`src/rtl/bdec_pkg.sv`:
```
package bdec_pkg;
  // where a read return byte comes from
  typedef enum logic [2:0] {
    SRC_FILL   = 3'd0,
    SRC_RAM    = 3'd1,
    SRC_ROM    = 3'd2,
    SRC_SWITCH = 3'd3,
    SRC_DEV    = 3'd4
  } rd_src_e;

  localparam int DEV_N    = 3;
  localparam int IDX_W    = 2;
  localparam logic [7:0] FILL_BYTE = 8'hFF;
endpackage

```
`src/rtl/bdec_mem_map.sv`:
```
module bdec_mem_map
  import bdec_pkg::*;
#(
  parameter int RAM_BYTES = 16384,
  parameter int ROM_BASE  = 'hFF00,
  parameter int ROM_BYTES = 256,
  localparam int RAM_AW   = $clog2(RAM_BYTES),
  localparam int ROM_AW   = $clog2(ROM_BYTES)
) (
  input  logic [15:0]       addr,
  input  logic              wr,
  output logic [RAM_AW-1:0] ram_addr,
  output logic              ram_we,
  output logic [ROM_AW-1:0] rom_addr,
  output rd_src_e           src
);
  logic in_ram, in_rom;

  assign in_ram   = 32'(addr) < RAM_BYTES;
  assign in_rom   = 32'(addr) >= ROM_BASE;
  assign ram_addr = addr[RAM_AW-1:0];
  assign rom_addr = addr[ROM_AW-1:0];
  // ROM window hides RAM for both directions
  assign ram_we   = wr & in_ram & ~in_rom;

  always_comb begin
    if (in_rom)      src = SRC_ROM;
    else if (in_ram) src = SRC_RAM;
    else             src = SRC_FILL;
  end
endmodule

```
`src/rtl/bdec_port_map.sv`:
```
module bdec_port_map
  import bdec_pkg::*;
#(
  parameter int DISK_PORT = 8,
  parameter int DISK_CNT  = 3,
  parameter int SER0_PORT = 16,
  parameter int SER1_PORT = 18,
  parameter int SER_CNT   = 2,
  parameter int SW_PORT   = 'hFF
) (
  input  logic [7:0]       port,
  input  logic             rd,
  input  logic             wr,
  output logic [DEV_N-1:0] dev_sel,
  output logic [IDX_W-1:0] dev_idx,
  output logic             dev_rd,
  output logic             dev_wr,
  output rd_src_e          src
);
  function automatic int dev_base(int g);
    case (g)
      0:       return DISK_PORT;
      1:       return SER0_PORT;
      default: return SER1_PORT;
    endcase
  endfunction

  function automatic int dev_cnt(int g);
    return (g == 0) ? DISK_CNT : SER_CNT;
  endfunction

  logic [DEV_N-1:0] match;
  logic [IDX_W-1:0] offs [DEV_N];
  logic             hit;

  for (genvar g = 0; g < DEV_N; g++) begin : g_dev
    localparam int B = dev_base(g);
    localparam int N = dev_cnt(g);
    logic [7:0] diff;
    assign match[g] = (32'(port) >= B) && (32'(port) < B + N);
    assign diff     = port - 8'(B);
    assign offs[g]  = diff[IDX_W-1:0];
  end

  always_comb begin
    dev_idx = '0;
    for (int g = 0; g < DEV_N; g++)
      if (match[g]) dev_idx = dev_idx | offs[g];
  end

  assign hit     = |match;
  assign dev_sel = match & {DEV_N{rd | wr}};
  assign dev_rd  = rd & hit;
  assign dev_wr  = wr & hit;

  always_comb begin
    if (hit)                      src = SRC_DEV;
    else if (32'(port) == SW_PORT) src = SRC_SWITCH;
    else                          src = SRC_FILL;
  end
endmodule

```
`src/rtl/bdec_rd_return.sv`:
```
module bdec_rd_return
  import bdec_pkg::*;
(
  input  logic       clk,
  input  logic       rst_n,
  input  logic       mem_rd,
  input  logic       io_rd,
  input  rd_src_e    mem_src,
  input  rd_src_e    io_src,
  input  logic [7:0] ram_rdata,
  input  logic [7:0] rom_rdata,
  input  logic [7:0] sw_hi,
  input  logic [7:0] dev_rdata,
  output logic       rd_valid,
  output logic [7:0] rd_data
);
  rd_src_e    src;
  logic [7:0] pick;

  assign src = mem_rd ? mem_src : io_src;

  always_comb begin
    case (src)
      SRC_RAM:    pick = ram_rdata;
      SRC_ROM:    pick = rom_rdata;
      SRC_SWITCH: pick = sw_hi;
      SRC_DEV:    pick = dev_rdata;
      default:    pick = FILL_BYTE;
    endcase
  end

  always_ff @(posedge clk) begin
    if (!rst_n) begin
      rd_valid <= 1'b0;
      rd_data  <= '0;
    end else begin
      rd_valid <= mem_rd | io_rd;
      if (mem_rd | io_rd) rd_data <= pick;
    end
  end

  // the return pulse lasts exactly one cycle per single read
  a_r2_single_pulse: assert property (@(posedge clk) disable iff (!rst_n)
    (rd_valid && !$past(mem_rd | io_rd, 2)) |=> !rd_valid || $past(mem_rd | io_rd));
endmodule

```
`src/rtl/bus_decoder.sv`:
```
module bus_decoder
  import bdec_pkg::*;
#(
  parameter int RAM_BYTES = 16384,
  parameter int DISK_PORT = 8,
  parameter int SER0_PORT = 16,
  parameter int SER1_PORT = 18,
  parameter int SW_PORT   = 'hFF,
  localparam int RAM_AW   = $clog2(RAM_BYTES),
  localparam int ROM_BASE = 'hFF00
) (
  input  logic              clk,
  input  logic              rst_n,
  input  logic [15:0]       cpu_addr,
  input  logic [7:0]        cpu_wdata,
  input  logic              mem_rd,
  input  logic              mem_wr,
  input  logic              io_rd,
  input  logic              io_wr,
  output logic              rd_valid,
  output logic [7:0]        rd_data,
  output logic [RAM_AW-1:0] ram_addr,
  output logic [7:0]        ram_wdata,
  output logic              ram_we,
  input  logic [7:0]        ram_rdata,
  output logic [7:0]        rom_addr,
  input  logic [7:0]        rom_rdata,
  input  logic [15:0]       sw_in,
  output logic [2:0]        dev_sel,
  output logic [1:0]        dev_idx,
  output logic              dev_rd,
  output logic              dev_wr,
  output logic [7:0]        dev_wdata,
  input  logic [7:0]        disk_rdata,
  input  logic [7:0]        ser0_rdata,
  input  logic [7:0]        ser1_rdata
);
  rd_src_e    mem_src, io_src;
  logic [7:0] dev_rdata;
  logic [7:0] dev_arr [DEV_N];

  bdec_mem_map #(.RAM_BYTES(RAM_BYTES), .ROM_BASE(ROM_BASE), .ROM_BYTES(256)) u_mem (
    .addr(cpu_addr), .wr(mem_wr), .ram_addr(ram_addr), .ram_we(ram_we),
    .rom_addr(rom_addr), .src(mem_src));

  bdec_port_map #(.DISK_PORT(DISK_PORT), .DISK_CNT(3), .SER0_PORT(SER0_PORT),
                  .SER1_PORT(SER1_PORT), .SER_CNT(2), .SW_PORT(SW_PORT)) u_port (
    .port(cpu_addr[7:0]), .rd(io_rd), .wr(io_wr), .dev_sel(dev_sel),
    .dev_idx(dev_idx), .dev_rd(dev_rd), .dev_wr(dev_wr), .src(io_src));

  assign dev_arr[0] = disk_rdata;
  assign dev_arr[1] = ser0_rdata;
  assign dev_arr[2] = ser1_rdata;

  always_comb begin
    dev_rdata = '0;
    for (int g = 0; g < DEV_N; g++)
      if (dev_sel[g]) dev_rdata = dev_rdata | dev_arr[g];
  end

  assign ram_wdata = cpu_wdata;
  assign dev_wdata = cpu_wdata;

  bdec_rd_return u_ret (
    .clk(clk), .rst_n(rst_n), .mem_rd(mem_rd), .io_rd(io_rd),
    .mem_src(mem_src), .io_src(io_src), .ram_rdata(ram_rdata),
    .rom_rdata(rom_rdata), .sw_hi(sw_in[15:8]), .dev_rdata(dev_rdata),
    .rd_valid(rd_valid), .rd_data(rd_data));

  // no return pulse follows a write-only cycle
  a_r12_no_valid_after_write: assert property (@(posedge clk) disable iff (!rst_n)
    $past((mem_wr | io_wr) & ~(mem_rd | io_rd)) |-> !rd_valid);
  // a return pulse always has a read strobe one cycle earlier
  a_r2_valid_has_read: assert property (@(posedge clk) disable iff (!rst_n)
    rd_valid |-> $past(mem_rd | io_rd));
  // the ROM page is never written
  a_r5_rom_no_write: assert property (@(posedge clk) disable iff (!rst_n)
    (mem_wr && 32'(cpu_addr) >= ROM_BASE) |-> !ram_we);
  // at most one device selected, and none without a port strobe
  a_r10_one_select: assert property (@(posedge clk) disable iff (!rst_n)
    $onehot0(dev_sel) && ((io_rd | io_wr) || dev_sel == '0));
  // fill byte for reads in the unpopulated gap
  a_r3_fill: assert property (@(posedge clk) disable iff (!rst_n)
    (mem_rd && 32'(cpu_addr) >= RAM_BYTES && 32'(cpu_addr) < ROM_BASE) |=> rd_data == FILL_BYTE);
  // the switch port returns the high switch byte
  a_r7_switch: assert property (@(posedge clk) disable iff (!rst_n)
    (io_rd && 32'(cpu_addr[7:0]) == SW_PORT) |=> rd_data == $past(sw_in[15:8]));
endmodule

```
`config.mk`:
```
export PLATFORM = sky130hd
export DESIGN_NAME = bus_decoder
export DESIGN_NICKNAME = d
export VERILOG_FILES = /design/src/rtl/bdec_pkg.sv /design/src/rtl/bdec_mem_map.sv /design/src/rtl/bdec_port_map.sv /design/src/rtl/bdec_rd_return.sv /design/src/rtl/bus_decoder.sv
export SDC_FILE = /design/constraint.sdc
export NUM_CORES = 1
export LEC_CHECK = 0
export BUFFER_PORTS_ARGS = -buffer_cell sky130_fd_sc_hd__buf_2
export CORE_MARGIN = 2
export CORE_UTILIZATION = 28
export CTS_BUF_LIST = sky130_fd_sc_hd__clkbuf_4 sky130_fd_sc_hd__clkbuf_8 sky130_fd_sc_hd__clkbuf_16
export CTS_CLUSTER_DIAMETER = 150
export CTS_CLUSTER_SIZE = 16
export DETAILED_ROUTE_END_ITERATION = 6
export HOLD_SLACK_MARGIN = 0.15
export PLACE_DENSITY_LB_ADDON = 0.12
export SETUP_SLACK_MARGIN = 0.5
export SYNTH_ARGS = -nofsm -noshare
export SYNTH_HDL_FRONTEND = slang
export SYNTH_SLANG_ARGS = --single-unit
```
`constraint.sdc`:
```
create_clock -name clk -period 1.6 [get_ports clk]
set_input_delay 0.08 -clock clk [delete_from_list [all_inputs] [get_ports clk]]
set_output_delay 0.08 -clock clk [all_outputs]
set_load 0.02 [all_outputs]
```
==> impl_metrics.json, run 1 <==
{
  "seq_area_frac_synth_pct": 17.2,
  "timing.slew.headroom_pct": 61.4,
  "layout_commonest_cell": "buf_2",
  "cp_num_buf_inv": 3,
  "p_leak_nw": 0.813,
  "power_density_nw_per_um2": 498,
  "fin_crit_sh_pct": 93.7,
  "hp-class": "input port to flip-flop",
  "io_buffers": 108,
  "synth.distinct_cells": 28,
  "post-route-min-period_ps": 1500,
  "stdcell_area_um2": 1710,
  "max_stage_delay_ps": 540,
  "cp_common_cell": "buf_6",
  "area_growth_pct": 63.8,
  "synthesis.nets": 219,
  "drtIter0Drc": 47,
  "combPwrFrac_pct": 40.2,
  "syn_inst": 133,
  "drv_slew": 0,
  "yosys_warnings": 0,
  "outcome": "complete, no violations",
  "fmax_mhz": 667,
  "vdd_drop_max_uv": 218,
  "diodes": 0,
  "hold_viol_final": 0,
  "crit_path_start_kind": "input port",
  "gp_congestion": 0.812,
  "htree_levels": 1,
  "grt_max_degree": 11,
  "grt_pass1_wl_um": 5750,
  "layout-drive-gt1-share_pct": 67.6,
  "p_clk_share_pct": 30.3,
  "clock-sinks": 9,
  "grt-busiest-layer": "met2",
  "fp.dieH_um": 65.1,
  "first_pass_iters": 4,
  "clock_path_buffers": 2,
  "end_kind": "primary output",
  "cts_tree": "yes",
  "die-area_um2": 4240,
  "setup_viol": 0,
  "clock_latency_ps": 230,
  "ios": 141,
  "wl_per_cell_um": 14.3,
  "rsz0062_at_grt": "true",
  "tightest_slew_ps": 576,
  "coreArea_um2": 3630,
  "grt.total_usage_pct": 17.1,
  "numCtsBuffers": 3,
  "initial_core_util_pct": 28.8,
  "worstPathCellList": "buf_6, or4_4, or2_4, buf_6, and2b_2, buf_6",
  "p_sw_share_pct": 33.0,
  "p_total_mw": 0.854,
  "max_cap_violations": 0,
  "dpl_cell_area_um2": 1440,
  "pre_cts_ws_ps": -163,
  "clk_pin_slew_ps": 50,
  "globalRouteMet1Util_pct": 21.4,
  "antenna_found_initial": 0,
  "vias": 1341,
  "fp.dieW_um": 65.1,
  "rows": 22,
  "fin_ws_ps": 101,
  "postSynthAreaPerCell_um2": 7.86,
  "ant_nets": 0,
  "use_met3_pct": 2.57,
  "grt_pass1_vias": 1270,
  "post-route-drc-count": 0,
  "ys_seq_elements": 9,
  "critPathKind": "input port to primary output",
  "grt-ovfl-total": 0,
  "multi_input_area_um2": 668,
  "synth_area_um2": 1050,
  "path_max_fanout": 3,
  "use_met2_pct": 31.2,
  "seqPwrFrac_pct": 29.5,
  "critPathRequiredTime_ps": 1520,
  "nNetsFinal": 312,
  "via_per_inst": 4.91,
  "worstPathArrival_ps": 1420,
  "final_cell_mix": "100 x buf_2, 14 x buf_4, 10 x buf_6, 9 x a21oi_1, 9 x dfxtp_1",
  "cts-root-buf": "clkbuf_8",
  "drt_wl_total_um": 3900,
  "skew_ps": 0,
  "hpwl_um": 2980,
  "slowest_stage": "or4_4",
  "regArea_um2": 180,
  "switching_power_mw": 0.281,
  "nFillCells": 391,
  "power.internal_mw": 0.572,
  "cp_top_family": "simple AND/OR/NAND/NOR gates"
}
==> synth_stat cells (all sizes together) <==
cell	n	area (µm²)
nor3	6	40.0
nand4b	1	8.76
nand3	2	10.0
a21boi	1	7.51
a31oi	8	50.1
a2bb2oi	8	70.1
nor2	5	18.8
or2	2	15.0
nor2b	1	6.26
nor4	1	21.3
a21oi	9	45.0
and2b	1	8.76
nand4	1	6.26
clkbuf	2	7.51
dfxtp	9	180
or4	1	11.3
nor3b	2	20.0
buf	38	285
nand2	2	7.51
and2	4	25.0
o21ai	10	50.1
a22o	8	70.1
nor4b	1	8.76
nand2b	2	12.5
a22oi	8	60.1
==> metal layers <==
layer	part of all wire (%)	routed length [µm]	up-vias
met2	49	1930	66
met3	8.1	316	3
met5	0	0	-
li1	-	-	648
met4	0.21	8	0
met1	42	1650	624
==> worst paths after layout <==
| path | to | slack [ps] | depth (start not counted) | startpoint |
|---|---|---|---|---|
| max | dev_sel[0] | 100 | 6 | cpu_addr[2] |
| min | u_ret.rd_data[6] | 150 | 3 | ser0_rdata[6] |
| max reg2reg | u_ret.rd_data[3] | 920 | 2 | u_ret.rd_data[3] |
| min reg2reg | u_ret.rd_data[0] | 540 | 2 | u_ret.rd_data[0] |
==> state kept, by name (all words and copies together), names as in the netlist <==
signal,flops
u_ret.rd_valid,1
u_ret.rd_data,8
==> kinds of logic after synthesis <==
group                  after synthesis  synth area share [%]
AO/OA/AOI/OAI                       52                  33.7
flip-flops                           9                  17.2
buffers and inverters               40                  28.0
AND/OR/NAND/NOR                     32                  21.1
==> tightest hold or removal path: cells and delay by family <==
kind,cells,cell delay [ps]
AO/OA/AOI/OAI,2,180
buffers and inverters,1,90
==> through the flow <==
step,cells,util [%],hold WS [ps],TNS (ps)
finish,273,47.1,152,0
global route,273,47.1,160,0
CTS,272,46.3,153,0
detailed placement,261,39.7,160,-956
global placement,261,39.7,160,-748
floorplan,133,-,202,0
==> area by class of cell <==
class	instances	area share (%)
repair buffers	128	44.3
multi-input cells	84	39.0
flip-flops and latches	9	10.5
well taps	48	3.51
clock buffers	3	2.41
clock inverters	1	0.292
==> timing repair <==
item / 4_1_cts / 5_1_grt
hold buffers: 4 / 0
pin swaps: 20 / 3
endpoints found under the setup margin: 15 / 15
setup buffers: 3 / 1
gates cloned: 0 / 0
resized for setup: 30 / 7
endpoints found under the hold margin: 4 / 0
==> power groups by stage <==
stage | Clock [mW] | Sequential (mW) | Combinational (mW)
final | 0.259 | 0.252 | 0.343
after global routing | 0.277 | 0.253 | 0.369
after CTS | 0.263 | 0.252 | 0.337
after detailed placement | 0 | 0.256 | 0.308
after global placement | 0 | 0.255 | 0.305
after floorplan | 0 | 0.279 | 0.209
No activity file was read; power rests on OpenSTA's default activity.
==> run 2, diff against run 1 <==
--- a/config.mk
+++ b/config.mk
@@ -5,13 +5,13 @@
 export SDC_FILE = /design/constraint.sdc
 export NUM_CORES = 1
 export LEC_CHECK = 0
-export BUFFER_PORTS_ARGS = -buffer_cell sky130_fd_sc_hd__buf_2
-export CORE_MARGIN = 2
-export CORE_UTILIZATION = 28
+export CORE_AREA = 2 2 55 57
 export CTS_BUF_LIST = sky130_fd_sc_hd__clkbuf_4 sky130_fd_sc_hd__clkbuf_8 sky130_fd_sc_hd__clkbuf_16
 export CTS_CLUSTER_DIAMETER = 150
 export CTS_CLUSTER_SIZE = 16
 export DETAILED_ROUTE_END_ITERATION = 6
+export DIE_AREA = 0 0 57 59
+export DONT_BUFFER_PORTS = 1
 export HOLD_SLACK_MARGIN = 0.15
 export PLACE_DENSITY_LB_ADDON = 0.12
 export SETUP_SLACK_MARGIN = 0.5
==> run 2 against run 1 <==
  * Design area is 20% lower
  * Combinational power down 49%
  * Critical endpoint is now dev_sel[2]
  * Via count decreased by 22%
  * First-iteration DRC count rose by 19%
  * Setup slack improved by 99 ps
  * Fmax grew 7.1%
  * Flip-flop and latch count did not move
  * Sequential share of layout area rose by 2.7 points
==> impl_metrics.json, run 2 (synthesized netlist as in run 1, its figures left out) <==
{
  "outcome": "complete, no violations",
  "cp_num_buf_inv": 2,
  "fp.dieW_um": 57,
  "regArea_um2": 180,
  "min_path_cells": 3,
  "end_kind": "primary output",
  "top_regs": "u_ret.rd_data x8, u_ret.rd_valid x1",
  "worstPathCellList": "or4_4, or2_4, buf_6, nor3_2, buf_4",
  "grt_pass1_vias": 1062,
  "max_cap_violations": 0,
  "vdd_drop_max_uv": 390,
  "hpwl_um": 2190,
  "final_cells": 173,
  "cts-root-buf": "clkbuf_4",
  "crit_path_start_kind": "input port",
  "initial_core_util_pct": 38.6,
  "area_growth_pct": 30.3,
  "post-route-min-period_ps": 1400,
  "via_per_inst": 6.05,
  "htree_levels": 1,
  "final_cell_mix": "31 x dlygate4sd3_1, 10 x buf_4, 9 x o21ai_0, 9 x dfxtp_1",
  "ff2ff_path_depth": 2,
  "holdWs_ps": 157,
  "drt_wl_total_um": 3460,
  "diodes": 0,
  "first_pass_iters": 4,
  "cts_tree": "yes",
  "setup_viol": 0,
  "max_stage_delay_ps": 530,
  "multi_input_area_um2": 683,
  "clock-sinks": 9,
  "nNetsFinal": 229,
  "worstPathArrival_ps": 1320,
  "io_buffers": 0,
  "fp.dieH_um": 59,
  "coreArea_um2": 2710,
  "finalCoreUtilization_pct": 50.3,
  "ios": 141,
  "layout-drive-gt1-share_pct": 30.3,
  "grt.total_usage_pct": 19.4,
  "wl_per_cell_um": 20.0,
  "gp_congestion": 0.729,
  "ant_nets": 0,
  "rows": 19,
  "clock_path_buffers": 2,
  "grt-ovfl-total": 0,
  "hold_viol_final": 0,
  "hp-class": "input port to flip-flop",
  "antenna_found_initial": 0,
  "fin_crit_sh_pct": 87.5,
  "fmax_mhz": 714,
  "power_density_nw_per_um2": 473,
  "critPathKind": "input port to primary output",
  "critPathRequiredTime_ps": 1520,
  "nFillCells": 271,
  "largest_register_ffs": 8,
  "drtIter0Drc": 56,
  "grt_max_degree": 11,
  "numCtsBuffers": 3,
  "cp_top_family": "simple AND/OR/NAND/NOR gates",
  "post-route-drc-count": 0,
  "slowest_stage": "or4_4",
  "die-area_um2": 3360,
  "skew_ps": 0,
  "tightest_slew_ps": 685,
  "worstSetupPathDepth": 5,
  "rsz0062_at_grt": "true",
  "grt_pass1_wl_um": 5040,
  "drv_slew": 0,
  "layout_commonest_cell": "dlygate4sd3_1",
  "p_leak_nw": 0.468,
  "largest-register": "u_ret.rd_data",
  "clock_latency_ps": 250,
  "vias": 1047,
  "place_inst": 136,
  "path_max_fanout": 4,
  "clk_pin_slew_ps": 60,
  "timing.slew.headroom_pct": 54.2
}
==> run 2: cell count changes in the layout (fill, tap and decap cells not counted), sizes merged <==
cell / change
buf: -110
dlygate4sd3: +27
clkbuf: +1
clkinv: -1
==> run 2: worst min-delay path, stage by stage <==
cell	delay, ps
a22o_1	110
a21oi_1	50
a31oi_1	140
==> run 2: final cells by class <==
cell class | instances | area share, %
Multi-Input combinational cell | 84 | 50.1
Timing Repair Buffer | 45 | 31.6
Sequential cell | 9 | 13.2
Tap cell | 31 | 2.85
Clock buffer | 4 | 2.20
==> run 2: worst paths after layout <==
check	from	endpoint	slack (ps)
max reg2reg	u_ret.rd_data[3]	u_ret.rd_data[3]	790
min reg2reg	u_ret.rd_data[4]	u_ret.rd_data[4]	640
max	cpu_addr[2]	dev_sel[2]	200
min	sw_in[9]	u_ret.rd_data[1]	160
==> run 2: repair_timing <==
action | in CTS | in global routing
cloned | 0 | 0
pin swaps | 15 | 8
setup endpoints to repair | 15 | 15
hold endpoints to repair | 9 | 0
gates resized for setup | 23 | 5
buffers inserted | 2 | 0
hold buffers | 31 | 0
==> run 2: per-stage QoR <==
step | cell area, µm² | TNS [ps] | setup slack [ps] | power [mW]
after floorplan | 1050 | 0 | 16.5 | 0.487
after global placement | 882 | -41.1 | -15.5 | 0.369
after detailed placement | 882 | -145 | -32.0 | 0.371
after CTS | 1330 | 0 | 194 | 0.641
after global routing | 1360 | 0 | 176 | 0.678
final | 1360 | 0 | 199 | 0.644
==> run 2: metal layers <==
metal | wire length (µm) | track usage (%)
met5 | 0 | 0
met4 | 67 | 7.64
met3 | 266 | 3.93
met2 | 1760 | 33.8
met1 | 1360 | 23.5
==> run 2: where the power goes <==
part,switching [mW],internal [mW]
Combinational,0.0716,0.104
Sequential,0.0344,0.243
Clock,0.0782,0.113
==> run 3, diff against run 2 <==
--- a/config.mk
+++ b/config.mk
@@ -12,6 +12,7 @@
 export DETAILED_ROUTE_END_ITERATION = 6
 export DIE_AREA = 0 0 57 59
 export DONT_BUFFER_PORTS = 1
+export GPL_TIMING_DRIVEN = 0
 export HOLD_SLACK_MARGIN = 0.15
 export PLACE_DENSITY_LB_ADDON = 0.12
 export SETUP_SLACK_MARGIN = 0.5
==> run 3 against run 2 <==
  * Critical endpoint is now u_ret.rd_data[3]
  * Routed wire length shrank 1.0%
  * Via count rose by 6.9%
  * Clock skew stayed put
  * Core utilization increased by 4.8 points
  * Critical path depth increased by 1
  * Fmax increased by 0.67%
  * Combinational power is 68% higher
  * First-iteration DRC count down 11%
  * Clock power about the same
  * Global-route usage shrank 2.0 points
==> impl_metrics.json, run 3 (synthesized netlist as in run 1, its figures left out) <==
{
  "outcome": "complete, no violations",
  "gp_congestion": 0.725,
  "crit_path_start_kind": "input port",
  "nNetsFinal": 251,
  "clk_pin_slew_ps": 60,
  "tightest_slew_ps": 656,
  "fin_crit_sh_pct": 87.0,
  "drt_wl_total_um": 3420,
  "power.internal_mw": 0.504,
  "antenna_found_initial": 0,
  "numCtsBuffers": 3,
  "grt_pass1_wl_um": 4630,
  "max_cap_violations": 0,
  "nFillCells": 256,
  "cts_tree": "yes",
  "largest-register": "u_ret.rd_data",
  "r2r-end": "u_ret.rd_data[3]",
  "holdWs_ps": 161,
  "vias": 1119,
  "critPathKind": "input port to flip-flop",
  "vdd_drop_max_uv": 551,
  "die-area_um2": 3360,
  "use_met2_pct": 33.0,
  "p_sw_share_pct": 34.1,
  "initial_core_util_pct": 38.6,
  "p_total_mw": 0.764,
  "first_pass_iters": 4,
  "via_per_inst": 5.74,
  "fp.dieW_um": 57,
  "setup_viol": 0,
  "finalCoreUtilization_pct": 55.1,
  "globalRouteMet1Util_pct": 20.4,
  "grt.total_usage_pct": 17.4,
  "switching_power_mw": 0.260,
  "clock-sinks": 9,
  "clock_path_buffers": 2,
  "min_path_cells": 3,
  "grt_pass1_vias": 1001,
  "p_clk_share_pct": 25.1,
  "multi_input_area_um2": 681,
  "area_growth_pct": 42.8,
  "layout_commonest_cell": "buf_4",
  "grt-ovfl-total": 0,
  "cts-root-buf": "clkbuf_4",
  "largest_register_ffs": 8,
  "path_max_fanout": 8,
  "post-route-min-period_ps": 1390,
  "ios": 141,
  "rsz0062_at_grt": "true",
  "use_met3_pct": 3.71,
  "skew_ps": 0,
  "seqPwrFrac_pct": 36.3,
  "dpl_cell_area_um2": 1090,
  "ff2ff_path_depth": 2,
  "fp.dieH_um": 59,
  "timing.slew.headroom_pct": 56.2,
  "post-route-drc-count": 0,
  "stdcell_area_um2": 1490,
  "end_kind": "flip-flop",
  "hpwl_um": 2410,
  "grt-busiest-layer": "met2",
  "critPathRequiredTime_ps": 1780,
  "final_cell_mix": "41 x buf_4, 23 x dlygate4sd3_1, 9 x o21ai_0, 9 x dfxtp_1",
  "coreArea_um2": 2710,
  "min_from": "sw_in[14]",
  "clock_latency_ps": 260,
  "rrSetupSlack_ps": 750,
  "combPwrFrac_pct": 38.6,
  "hold_end": "u_ret.rd_data[6]",
  "p_leak_nw": 0.574,
  "power_density_nw_per_um2": 511,
  "grt_max_degree": 11,
  "ant_nets": 0,
  "wl_per_cell_um": 17.5,
  "regArea_um2": 180,
  "fmax_mhz": 719,
  "hold_viol_final": 0,
  "r2r-start": "u_ret.rd_data[3]",
  "worstPathArrival_ps": 1570,
  "layout-drive-gt1-share_pct": 44.5,
  "io_buffers": 0,
  "htree_levels": 1,
  "diodes": 0,
  "rows": 19,
  "top_regs": "u_ret.rd_data x8, u_ret.rd_valid x1",
  "drtIter0Drc": 50,
  "hp-class": "input port to flip-flop",
  "drv_slew": 0
}
-- run 3: critical path: stages --
cell	delay [ps]
or4_4	540
or2_4	300
nor4_4	220
buf_6	180
a2bb2oi_2	60
a31oi_1	170
-- run 3: layer usage --
layer	part of all wire [%]	vias up
li1	-	526
met1	39	526
met2	53	67
met3	7.7	0
met4	0	0
met5	0	-
-- run 3: power groups by stage --
stage | clock network, mW | logic (mW) | registers, mW
after floorplan | 0 | 0.209 | 0.279
after global placement | 0 | 0.224 | 0.282
after detailed placement | 0 | 0.226 | 0.282
after CTS | 0.195 | 0.283 | 0.277
after global routing | 0.209 | 0.311 | 0.279
final | 0.192 | 0.294 | 0.277
-- run 3: metrics by stage --
step | TNS [ps] | cells | setup slack (ps)
after global routing | 0 | 195 | 150
after CTS | 0 | 194 | 193
after detailed placement | -1460 | 164 | -206
after global placement | -1180 | 164 | -163
after floorplan | 0 | 133 | 16.5
final | 0 | 195 | 209
-- run 3: how the worst max path moves through the flow --
stage,start,end,slack (ps)
after floorplan,cpu_addr[5],u_ret.rd_data[0],20
after global placement,cpu_addr[5],u_ret.rd_data[1],-160
after detailed placement,cpu_addr[5],u_ret.rd_data[1],-210
after CTS,cpu_addr[2],u_ret.rd_data[4],190
after global routing,cpu_addr[5],u_ret.rd_data[6],150
final,cpu_addr[5],u_ret.rd_data[3],210
-- run 3: area by class of cell --
class,count,area share (%)
tap,31,2.60
sequential,9,12.1
clock buffer,4,2.01
multi-input combinational,84,45.6
timing repair buffer,27,17.9
buffer,40,19.8
-- run 3: timing repair --
item	4_1_cts	5_1_grt
setup endpoints to repair	15	15
hold endpoints to repair	9	0
buffers inserted	3	1
pin swaps	12	15
hold buffers	23	0
gates resized for setup	19	10
